<file path="src/rtl/dgp_pkg.sv">
package dgp_pkg;
  localparam int SEL_W = 2;

  typedef enum logic [SEL_W-1:0] {
    SEL_PINS = 2'b00,
    SEL_DIR  = 2'b01,
    SEL_EN   = 2'b10,
    SEL_NONE = 2'b11
  } dgp_sel_e;
endpackage

</file>
<file path="src/rtl/dgp_devlink.sv">
module dgp_devlink #(
  parameter int PIN_W      = 4,
  parameter bit HAS_DEVICE = 1'b1
) (
  input  logic [PIN_W-1:0] wr_data,
  input  logic [PIN_W-1:0] dir_q,
  input  logic [PIN_W-1:0] dev_in,
  output logic [PIN_W-1:0] dev_out,
  output logic [PIN_W-1:0] latch_val
);
  logic [PIN_W-1:0] masked;

  assign masked  = wr_data & dir_q;
  assign dev_out = masked;

  generate
    if (HAS_DEVICE) begin : g_dev
      // peripheral answers combinationally; its reply is what gets stored
      assign latch_val = dev_in;
    end else begin : g_nodev
      logic unused_dev_in;
      assign unused_dev_in = ^dev_in;
      assign latch_val     = masked;
    end
  endgenerate
endmodule

</file>
<file path="src/rtl/dgp_regfile.sv">
module dgp_regfile #(
  parameter int PIN_W = 4
) (
  input  logic                      clk,
  input  logic                      rst,
  input  logic                      wr_en,
  input  dgp_pkg::dgp_sel_e         sel,
  input  logic [PIN_W-1:0]          wr_data,
  input  logic [PIN_W-1:0]          latch_val,
  output logic [PIN_W-1:0]          pins_q,
  output logic [PIN_W-1:0]          dir_q,
  output logic                      en_q
);
  import dgp_pkg::*;

  always_ff @(posedge clk) begin
    if (rst) begin
      pins_q <= '0;
      dir_q  <= '1;
      en_q   <= 1'b0;
    end else if (wr_en) begin
      unique case (sel)
        SEL_PINS: pins_q <= latch_val;
        SEL_DIR:  dir_q  <= wr_data;
        SEL_EN:   en_q   <= wr_data[0];
        default:  ;
      endcase
    end
  end
endmodule

</file>
<file path="src/rtl/dgp_readback.sv">
module dgp_readback #(
  parameter int PIN_W = 4
) (
  input  logic                 clk,
  input  logic                 rst,
  input  logic                 rd_en,
  input  dgp_pkg::dgp_sel_e    sel,
  input  logic [PIN_W-1:0]     pins_q,
  input  logic [PIN_W-1:0]     dir_q,
  input  logic                 en_q,
  output logic [PIN_W-1:0]     rd_data
);
  import dgp_pkg::*;

  logic [PIN_W-1:0] rd_next;

  always_comb begin
    rd_next = '0;
    if (en_q) begin
      unique case (sel)
        SEL_PINS: rd_next = pins_q & ~dir_q;
        SEL_DIR:  rd_next = dir_q;
        SEL_EN:   rd_next = {{(PIN_W-1){1'b0}}, en_q};
        default:  rd_next = '0;
      endcase
    end
  end

  always_ff @(posedge clk) begin
    if (rst)        rd_data <= '0;
    else if (rd_en) rd_data <= rd_next;
  end
endmodule

</file>
<file path="src/rtl/dirmask_gpio.sv">
module dirmask_gpio #(
  parameter int PIN_W      = 4,
  parameter bit HAS_DEVICE = 1'b1
) (
  input  logic             clk,
  input  logic             rst,
  input  logic             wr_en,
  input  logic             rd_en,
  input  logic [1:0]       reg_sel,
  input  logic [PIN_W-1:0] wr_data,
  output logic [PIN_W-1:0] rd_data,
  output logic             dev_wr,
  output logic [PIN_W-1:0] dev_out,
  input  logic [PIN_W-1:0] dev_in
);
  import dgp_pkg::*;

  dgp_sel_e         sel;
  logic [PIN_W-1:0] pins_q;
  logic [PIN_W-1:0] dir_q;
  logic             en_q;
  logic [PIN_W-1:0] latch_val;

  assign sel    = dgp_sel_e'(reg_sel);
  assign dev_wr = wr_en && (sel == SEL_PINS);

  dgp_devlink #(.PIN_W(PIN_W), .HAS_DEVICE(HAS_DEVICE)) u_link (
    .wr_data   (wr_data),
    .dir_q     (dir_q),
    .dev_in    (dev_in),
    .dev_out   (dev_out),
    .latch_val (latch_val)
  );

  dgp_regfile #(.PIN_W(PIN_W)) u_regs (
    .clk       (clk),
    .rst       (rst),
    .wr_en     (wr_en),
    .sel       (sel),
    .wr_data   (wr_data),
    .latch_val (latch_val),
    .pins_q    (pins_q),
    .dir_q     (dir_q),
    .en_q      (en_q)
  );

  dgp_readback #(.PIN_W(PIN_W)) u_rd (
    .clk     (clk),
    .rst     (rst),
    .rd_en   (rd_en),
    .sel     (sel),
    .pins_q  (pins_q),
    .dir_q   (dir_q),
    .en_q    (en_q),
    .rd_data (rd_data)
  );
endmodule

</file>
<file path="config.mk">
export PLATFORM = sky130hd
export DESIGN_NAME = dirmask_gpio
export DESIGN_NICKNAME = d
export VERILOG_FILES = /design/src/rtl/dgp_pkg.sv /design/src/rtl/dgp_devlink.sv /design/src/rtl/dgp_regfile.sv /design/src/rtl/dgp_readback.sv /design/src/rtl/dirmask_gpio.sv
export SDC_FILE = /design/constraint.sdc
export NUM_CORES = 1
export LEC_CHECK = 0
export ABC_CLOCK_PERIOD_IN_PS = 800
export BUFFER_PORTS_ARGS = -buffer_cell sky130_fd_sc_hd__buf_2
export CAP_MARGIN = 20
export CORE_MARGIN = 3
export CORE_UTILIZATION = 40
export DETAILED_ROUTE_END_ITERATION = 10
export PLACE_DENSITY_LB_ADDON = 0.12
export SYNTH_ARGS = -nofsm -noshare
export SYNTH_HDL_FRONTEND = slang
export SYNTH_SLANG_ARGS = --single-unit
</file>
<file path="constraint.sdc">
create_clock -name clk -period 0.8 [get_ports clk]
set_input_delay 0.16 -clock clk [delete_from_list [all_inputs] [get_ports clk]]
set_output_delay 0.16 -clock clk [all_outputs]
set_load 0.01 [all_outputs]
</file>
==> metrics.cfg, run 1 <==
[synth]
netlist_area_um2=588
syn_area_per_cell_um2=9.05
synthDominantCellAreaShare=0.443
yosys.area.top_type=dfxtp_1
synth_cells=65
synth_area_leaders=dfxtp_1 44%, mux2i_1 8.5%, nor2_1 7.0%
yosys_register_bits=13
yosysWarnings=0
ys_seq_area_frac=0.443
synth_cell_types=21
synth.net_count=79

[pwr]
power_mw=1.34
vdd_drop_max_mv=0.723
p_per_area_nw_per_um2=1460
leakagePower_nw=0.422

[critical_path]
crit_path_end_kind=output pin
cp-start-kind=register
reg2reg_slack_ns=-0.10
r2r-start=u_regs.dir_q[0]$_SDFFE_PP1P_
reg2reg_depth=4
cp_slowest_cell=dfxtp_2
worst_ep_arrival_time_ns=0.86
crit_start=u_regs.dir_q[2]$_SDFFE_PP1P_
critPathCapture=dev_out[2]
critPathMaxStageDelay_ns=0.33
r2r-end=u_rd.rd_data[0]$_SDFFE_PP0P_
worstPathCellList=and2_1 -> buf_2
path_delay_family=flip-flops
path_buf_inv=1
worstPathRequired_ns=0.64
path_depth=2
critical_path_class=register to output pin
crit_fanout=2

[routing]
wl_per_cell_um=12.0
viasPerCell=4.96
drt-total-wl_mm=1.38
first_pass_iters=4
drt_first_iter_violations=4
drc=0
route.vias.total=570
drt.antenna.violating_nets=0

[timing]
rsz0062_at_grt=true
holdWs_ns=0.131
setup_tns_ns=-1.43
maxSlewHeadroom=0.859
fin_ws_ns=-0.218
setup_viol=15
fmax_mhz=983
tightest_slew_ns=0.212
clock-skew-final_ns=0.0126
report.final.slew_viol_count=0
layout_min_cycle_time_ns=1.02
hold_viol_final=0
fin_crit_sh=1.27

[cts]
cts.path.max_buffers=2
htreeDepth=1
cts.sinks=13
clkLatencyLatePin_ns=0.28
cts-root-buf=clkbuf_4
tritoncts=built
holdBufCountCts=0
cts_buffers=3
clk_pin_slew_ns=0.09

[finish]
layoutNonFillerInstCount=115
antenna_cells=0
mostFrequentLayoutCells=15 x buf_2, 11 x nor2_1, 9 x buf_4
nNetsFinal=115
syn_to_final_growth_pct=56.4
fillers=122
final_common_cell=buf_2
drive_gt1_frac=0.520

[placed_design]
dpl.hpwl_um=927
dp_worst_setup_slack_ns=-0.225
globalplace.congestion=0.700
portBuffers=22
dp.cells=106

[global_route]
overflow=0
grt_pass1_vias=505
grt_pass1_wl_mm=2.15
grt_start_max_net_pins=11
antenna_found_initial=0
track_usage=0.154

[status]
status=finished with violations
violations=negative setup slack

[floorplan]
die_w_um=44.3
core_um2=1330
die_area_um2=1970
rows=13
io_pins=23
initial_core_util=0.441
fp.dieH_um=44.3

[worst_hold_path]
min_from=dev_in[2]
min_path_type=primary input to register

[flow_run]
max_cap_violations=0

-- tightest hold or removal path, delay by kind of cell --
| kind | cells | cell delay, ns |
|---|---|---|
| mux | 1 | 0.05 |
| buf+inv | 1 | 0.07 |
| simple gates | 1 | 0.07 |
-- area by class of cell --
class	count	area, µm²	share of cell area
timing repair buffer	33	248	0.269
sequential	13	270	0.294
tap	15	18.8	0.0204
multi-input combinational	46	342	0.371
inverter	4	15.0	0.0163
clock buffer	4	26.3	0.0286
-- power breakdown --
part | internal [mW] | switching [mW] | total [mW]
clock network | 0.193 | 0.222 | 0.415
logic | 0.137 | 0.108 | 0.245
registers | 0.669 | 0.0114 | 0.680
total | 0.999 | 0.341 | 1.34
-- per-stage QoR --
step / utilization / area [µm²]
floorplan: - / 602
global placement: 0.570 / 761
detailed placement: 0.570 / 761
finish: 0.689 / 920
CTS: 0.667 / 890
global route: 0.689 / 920
-- layer usage --
metal  vias to the layer above  GRT usage  part of all wire
li1                        294          -                 -
met1                       257      0.198              0.46
met2                        17      0.235              0.46
met3                         2     0.0325             0.070
met4                         0     0.0904            0.0087
met5                         -          0                 0
-- sequential cells by signal, summed over array words and instances, names as in the netlist --
| register | flops |
|---|---|
| u_regs.en_q | 1 |
| u_regs.pins_q | 4 |
| u_regs.dir_q | 4 |
| u_rd.rd_data | 4 |
-- synthesized netlist by cell type (all sizes together) --
cell type,number
dfxtp,13
nor2,11
mux2i,5
a211o,4
and2,4
inv,4
nor3b,4
a21oi,3
nand2,3
nand3b,3
o21ai,3
a21boi,1
a311oi,1
buf,1
clkbuf,1
nand2b,1
nand3,1
nor2b,1
o21bai,1
-- cell families after synthesis --
| logic type | after synthesis | share of synthesized area |
|---|---|---|
| simple gates | 28 | 0.277 |
| flops | 13 | 0.443 |
| buf+inv | 6 | 0.0447 |
| mux | 5 | 0.0851 |
| compound gates | 13 | 0.151 |
-- what timing repair did --
action	4_1_cts	5_1_grt
pin swaps	6	5
setup endpoints to repair	12	17
resized for setup	22	8
buffers inserted	5	1
-- worst min-delay path by stage --
stage	to	cells past startpoint	slack, ns
finish	u_regs.pins_q[2]$_SDFFE_PP0P_	3	0.13
global route	u_regs.pins_q[0]$_SDFFE_PP0P_	3	0.14
CTS	u_regs.pins_q[1]$_SDFFE_PP0P_	3	0.13
detailed placement	u_regs.pins_q[3]$_SDFFE_PP0P_	3	0.41
global placement	u_regs.pins_q[3]$_SDFFE_PP0P_	3	0.40
floorplan	u_regs.en_q$_SDFFE_PP0P_	2	0.30
Note: power is estimated with default switching activity, not from simulation.
==> run 2: changes to the inputs <==
ABC_CLOCK_PERIOD_IN_PS = 1300   (was 800)
CORE_AREA = 3 3 40 42   (was not set)
CORE_MARGIN = not set   (was 3)
CORE_UTILIZATION = not set   (was 40)
DIE_AREA = 0 0 43 45   (was not set)
clock period = 1.3 ns   (was 0.8 ns; I/O delays follow)
==> run 2 against run 1 <==
  * The flow now finishes without violations
  * Routed wire length is 19% lower
  * Die area is 1.6% lower
  * Sequential share of layout area is 5.5 points higher
  * Critical endpoint unchanged
  * First-iteration DRC count is 50% higher
  * Total power is 43% lower
  * Count of clock-buffer cells in the layout stayed put
  * Highest routed layer unchanged
  * Sequential power is 38% lower
  * Setup slack better by 0.35 ns
  * Flip-flop and latch count stayed put
  * Largest cell class unchanged
  * Register-to-register slack better by 0.50 ns
  * Largest power group unchanged
==> metrics.cfg, run 2 (synthesized netlist as in run 1, its figures left out) <==
[timing]
fin_ws_ns=0.130  ; was -0.218 ns
report.final.slew_viol_count=0  ; unchanged
holdWs_ns=0.226  ; was 0.131 ns
hold_viol_final=0  ; unchanged
fmax_mhz=855
setup_viol=0  ; was 15
setup_tns_ns=0  ; was -1.43 ns
tightest_slew_ns=0.208  ; was 0.212 ns
clock-skew-final_ns=0.00332  ; was 0.0126 ns
rsz0062_at_grt=false  ; was true
maxSlewHeadroom=0.860  ; was 0.859
fin_crit_sh=0.900
layout_min_cycle_time_ns=1.17

[placed_design]
dp_worst_setup_slack_ns=0.121  ; was -0.225 ns
dpl.hpwl_um=933  ; was 927 µm
portBuffers=22  ; unchanged
dp.cells=102  ; was 106
postPlaceCellArea_um2=721  ; was 761 µm²
globalplace.congestion=0.684  ; was 0.700

[critical_path]
cp-start-kind=register  ; unchanged
crit_path_end_kind=output pin  ; unchanged
worstPathRequired_ns=1.04  ; was 0.64 ns
worst_ep_arrival_time_ns=0.91  ; was 0.86 ns
critical_path_class=register to output pin  ; unchanged
crit_fanout=4  ; was 2
reg2reg_slack_ns=0.40  ; was -0.10 ns

[finish]
final_common_cell=buf_2  ; unchanged
antenna_cells=0  ; unchanged
mostFrequentLayoutCells=22 x buf_2, 13 x dfxtp_1, 11 x nor2_1  ; was 15 x buf_2, 11 x nor2_1, 9 x buf_4
fillers=133  ; was 122
nNetsFinal=106  ; was 115
drive_gt1_frac=0.319  ; was 0.520
final_area_um2=747  ; was 920 µm²
multi_input_area_um2=302  ; was 342 µm²
regArea_um2=260  ; was 270 µm²
reg_top3=u_rd.rd_data: 4 flops, u_regs.dir_q: 4 flops, u_regs.pins_q: 4 flops  ; unchanged
utilization=0.581  ; was 0.689
layoutNonFillerInstCount=106  ; was 115
syn_to_final_growth_pct=27.0  ; was 56.4%

[pwr]
p_per_area_nw_per_um2=1020  ; was 1460 nW/µm²
p_sw_frac=0.237  ; was 0.254
p_switching_mw=0.180  ; was 0.341 mW
leakagePower_nw=0.345  ; was 0.422 nW
p_comb_frac=0.133  ; was 0.183
seqPwrFrac=0.552  ; was 0.508
power_mw=0.761  ; was 1.34 mW
vdd_drop_max_mv=0.915  ; was 0.723 mV
intPower_mw=0.581  ; was 0.999 mW
power_frac_clock=0.315  ; was 0.309

[global_route]
antenna_found_initial=0  ; unchanged
grt_pass1_wl_mm=1.86  ; was 2.15 mm
track_usage=0.126  ; was 0.154
grt_start_max_net_pins=13  ; was 11
overflow=0  ; unchanged
grt_pass1_vias=438  ; was 505

[cts]
clkLatencyLatePin_ns=0.26  ; was 0.28 ns
cts-root-buf=clkbuf_4  ; unchanged
post-cts-setup-buffers=0  ; was 5
clk_pin_slew_ns=0.08  ; was 0.09 ns
tritoncts=built  ; unchanged
cts.path.max_buffers=2  ; unchanged
htreeDepth=1  ; unchanged
holdBufCountCts=0  ; unchanged
cts.sinks=13  ; unchanged
cts_buffers=3  ; unchanged
post_cts_resized=0  ; was 22

[routing]
met2_length_um=464  ; was 636 µm
met1Wirelength_um=554  ; was 633 µm
top_layer_used=met4  ; unchanged
first_pass_iters=4  ; unchanged
wl_met3_um=86  ; was 96 µm
drt-total-wl_mm=1.12  ; was 1.38 mm
drt_first_iter_violations=6  ; was 4
viasPerCell=4.83  ; was 4.96
drc=0  ; unchanged
wl_per_cell_um=10.5  ; was 12.0 µm
route.vias.total=512  ; was 570
drt.antenna.violating_nets=0  ; unchanged

[floorplan]
rows=13  ; unchanged
core_um2=1280  ; was 1330 µm²
io_pins=23  ; unchanged
die_area_um2=1940  ; was 1970 µm²
initial_core_util=0.458  ; was 0.441
die_w_um=43  ; was 44.3 µm
fp.dieH_um=45  ; was 44.3 µm

[flow_run]
max_cap_violations=0  ; unchanged

[worst_hold_path]
min_path_type=primary input to register  ; unchanged

[status]
status=completed  ; was finished with violations

## run 2: cell types whose count changed in the layout (fill, tap and decap cells not counted), sizes merged
cell / delta
buf: -9
## run 2: worst max-delay path: stages, from the launching register on
cell and delay [ns]:
dfxtp_1 0.40, and2_1 0.14, buf_2 0.12
## run 2: area by class of cell
type / instances / area share
multi-input cells: 46 / 0.404
flip-flops and latches: 13 / 0.348
repair buffers: 24 / 0.168
clock buffers: 4 / 0.0352
well taps: 15 / 0.0251
inverters: 4 / 0.0201
## run 2: worst paths after layout
kind                                    to                     startpoint  cells after the start
max                             dev_out[2]   u_regs.dir_q[2]$_SDFFE_PP1P_                      2
min          u_regs.pins_q[0]$_SDFFE_PP0P_                      dev_in[0]                      3
max reg2reg   u_rd.rd_data[0]$_SDFFE_PP0P_  u_regs.pins_q[0]$_SDFFE_PP0P_                      3
min reg2reg   u_rd.rd_data[3]$_SDFFE_PP0P_   u_rd.rd_data[3]$_SDFFE_PP0P_                      2
## run 2: metal layers
| layer | GRT usage | vias to the layer above |
|---|---|---|
| met3 | 0.0398 | 2 |
| met5 | 0 | - |
| li1 | - | 277 |
| met1 | 0.176 | 219 |
| met2 | 0.189 | 14 |
| met4 | 0.0361 | 0 |
## run 2: power by group through the flow
stage          sequential (mW)  combinational (mW)  clock [mW]
6_report                 0.420               0.101       0.240
5_1_grt                  0.422               0.114       0.268
4_1_cts                  0.420               0.102       0.247
3_5_place_dp             0.429               0.102           0
3_3_place_gp             0.429               0.102           0
2_1_floorplan            0.426              0.0581           0
==> run 3: changes to the inputs <==
ABC_CLOCK_PERIOD_IN_PS = 1400   (was 1300)
clock period = 1.4 ns   (was 1.3 ns; I/O delays follow)
==> run 3 against run 2 <==
  * Design area is 1.0% lower
  * Via count is 0.78% lower
  * Sequential share of layout area is 0.35 points higher
  * Die area stayed put
  * Hold slack better by 0.023 ns
  * Combinational power is 9% lower
  * Clock skew is 0.00058 ns higher
  * Register-to-register slack better by 0.11 ns
  * Clock power is 5% lower
  * Flip-flop and latch count stayed put
  * Global-route usage is 0.68 points higher
  * Critical endpoint is now dev_wr
  * Largest cell class unchanged
  * Highest routed layer unchanged
==> metrics.cfg, run 3 (synthesized netlist as in run 1, its figures left out) <==
[routing]
drt-total-wl_mm=1.13  ; was 1.12 mm
viasPerCell=4.84  ; was 4.83
wl_per_cell_um=10.8  ; was 10.5 µm
drt_first_iter_violations=8  ; was 6
drc=0  ; unchanged
route.vias.total=508  ; was 512
first_pass_iters=4  ; unchanged
drt.antenna.violating_nets=0  ; unchanged

[critical_path]
critPathCapture=dev_wr  ; was dev_out[2]
worst_ep_arrival_time_ns=0.92  ; was 0.91 ns
crit_path_end_kind=output pin  ; unchanged
r2r-end=u_rd.rd_data[0]$_SDFFE_PP0P_  ; unchanged
critical_path_class=primary input to output pin  ; was register to output pin
reg2reg_slack_ns=0.51  ; was 0.40 ns
cp-start-kind=primary input  ; was register
crit_fanout=11  ; was 4
crit_start=reg_sel[0]  ; was u_regs.dir_q[2]$_SDFFE_PP1P_
worstPathRequired_ns=1.12  ; was 1.04 ns
r2r-start=u_regs.pins_q[0]$_SDFFE_PP0P_  ; unchanged
reg2reg_depth=3  ; unchanged

[pwr]
p_per_area_nw_per_um2=962  ; was 1020 nW/µm²
p_comb_frac=0.130  ; was 0.133
leakagePower_nw=0.340  ; was 0.345 nW
p_switching_mw=0.173  ; was 0.180 mW
intPower_mw=0.538  ; was 0.581 mW
power_mw=0.711  ; was 0.761 mW
vdd_drop_max_mv=0.540  ; was 0.915 mV
seqPwrFrac=0.548  ; was 0.552
power_frac_clock=0.322  ; was 0.315
p_sw_frac=0.243  ; was 0.237

[timing]
maxSlewHeadroom=0.826  ; was 0.860
fin_crit_sh=0.858
rsz0062_at_grt=false  ; unchanged
holdWs_ns=0.249  ; was 0.226 ns
report.final.slew_viol_count=0  ; unchanged
fin_ws_ns=0.198  ; was 0.130 ns
hold_viol_final=0  ; unchanged
setup_viol=0  ; unchanged
clock-skew-final_ns=0.00390  ; was 0.00332 ns
fmax_mhz=832
setup_tns_ns=0  ; unchanged
layout_min_cycle_time_ns=1.20
tightest_slew_ns=0.261  ; was 0.208 ns

[global_route]
overflow=0  ; unchanged
antenna_found_initial=0  ; unchanged
grt_pass1_vias=449  ; was 438
grt_start_max_net_pins=13  ; unchanged
grt_pass1_wl_mm=1.87  ; was 1.86 mm
track_usage=0.133  ; was 0.126

[cts]
cts.path.max_buffers=2  ; unchanged
clkLatencyLatePin_ns=0.27  ; was 0.26 ns
post_cts_resized=0  ; unchanged
htreeDepth=1  ; unchanged
tritoncts=built  ; unchanged
post-cts-setup-buffers=0  ; unchanged
cts.sinks=13  ; unchanged
clk_pin_slew_ns=0.08  ; about the same
holdBufCountCts=0  ; unchanged
cts-root-buf=clkbuf_4  ; unchanged
cts_buffers=3  ; unchanged

[floorplan]
fp.dieH_um=45  ; unchanged
initial_core_util=0.458  ; unchanged
core_um2=1280  ; unchanged
die_area_um2=1940  ; unchanged
io_pins=23  ; unchanged
die_w_um=43  ; unchanged
rows=13  ; unchanged

[finish]
drive_gt1_frac=0.311  ; was 0.319
final_common_cell=buf_2  ; unchanged
mostFrequentLayoutCells=22 x buf_2, 13 x dfxtp_1, 11 x nor2_1  ; unchanged
nNetsFinal=105  ; was 106
fillers=121  ; was 133
syn_to_final_growth_pct=25.7  ; was 27.0%
reg_top3=u_rd.rd_data: 4 flops, u_regs.dir_q: 4 flops, u_regs.pins_q: 4 flops  ; unchanged
antenna_cells=0  ; unchanged

[placed_design]
portBuffers=22  ; unchanged
dp_worst_setup_slack_ns=0.124  ; was 0.121 ns
globalplace.congestion=0.705  ; was 0.684
dpl.hpwl_um=867  ; was 933 µm

[flow_run]
max_cap_violations=0  ; unchanged

[worst_hold_path]
min_path_type=primary input to register  ; unchanged
holdPathStages=3  ; unchanged

[status]
status=completed  ; unchanged

==> run 3: cell count changes in the layout (fill, tap and decap cells not counted) <==
cell | before | now
buf_4 | 2 | 1
==> run 3: power groups by stage <==
stage	Sequential (mW)	Combinational (mW)	Clock [mW]
after floorplan	0.396	0.0540	0
after global placement	0.398	0.0927	0
after detailed placement	0.399	0.0928	0
after CTS	0.390	0.0934	0.239
after global routing	0.392	0.104	0.259
final	0.390	0.0922	0.229
==> run 3: worst min path at each step <==
stage	from	to	slack, ns
2_1_floorplan	wr_data[0]	u_regs.en_q$_SDFFE_PP0P_	0.42
3_5_place_dp	u_rd.rd_data[1]$_SDFFE_PP0P_	u_rd.rd_data[1]$_SDFFE_PP0P_	0.44
4_1_cts	dev_in[2]	u_regs.pins_q[2]$_SDFFE_PP0P_	0.24
5_1_grt	dev_in[3]	u_regs.pins_q[3]$_SDFFE_PP0P_	0.25
6_report	dev_in[2]	u_regs.pins_q[2]$_SDFFE_PP0P_	0.25
3_3_place_gp	u_rd.rd_data[1]$_SDFFE_PP0P_	u_rd.rd_data[1]$_SDFFE_PP0P_	0.43
==> run 3: per-stage QoR <==
step | utilization | std cells | area (µm²)
after floorplan | - | 65 | 588
after detailed placement | 0.555 | 101 | 713
after global placement | 0.555 | 101 | 713
after global routing | 0.575 | 105 | 739
after CTS | 0.575 | 105 | 739
final | 0.575 | 105 | 739
==> run 3: worst max-delay path: stages <==
cell and delay (ns):
buf_2 0.17, nor3b_4 0.28, buf_2 0.19
==> run 3: cell type report <==
class / count / area [µm²] / share of cell area
flip-flops and latches: 13 / 260 / 0.352
multi-input cells: 46 / 302 / 0.408
repair buffers: 23 / 118 / 0.159
well taps: 15 / 18.8 / 0.0254
inverters: 4 / 15.0 / 0.0203
clock buffers: 4 / 26.3 / 0.0355
==> run 3: layer usage <==
| metal | up-vias | track usage | part of all wire |
|---|---|---|---|
| li1 | 272 | - | - |
| met1 | 220 | 0.166 | 0.51 |
| met2 | 14 | 0.186 | 0.42 |
| met3 | 2 | 0.0478 | 0.066 |
| met4 | 0 | 0.102 | 0.011 |
| met5 | - | 0 | 0 |
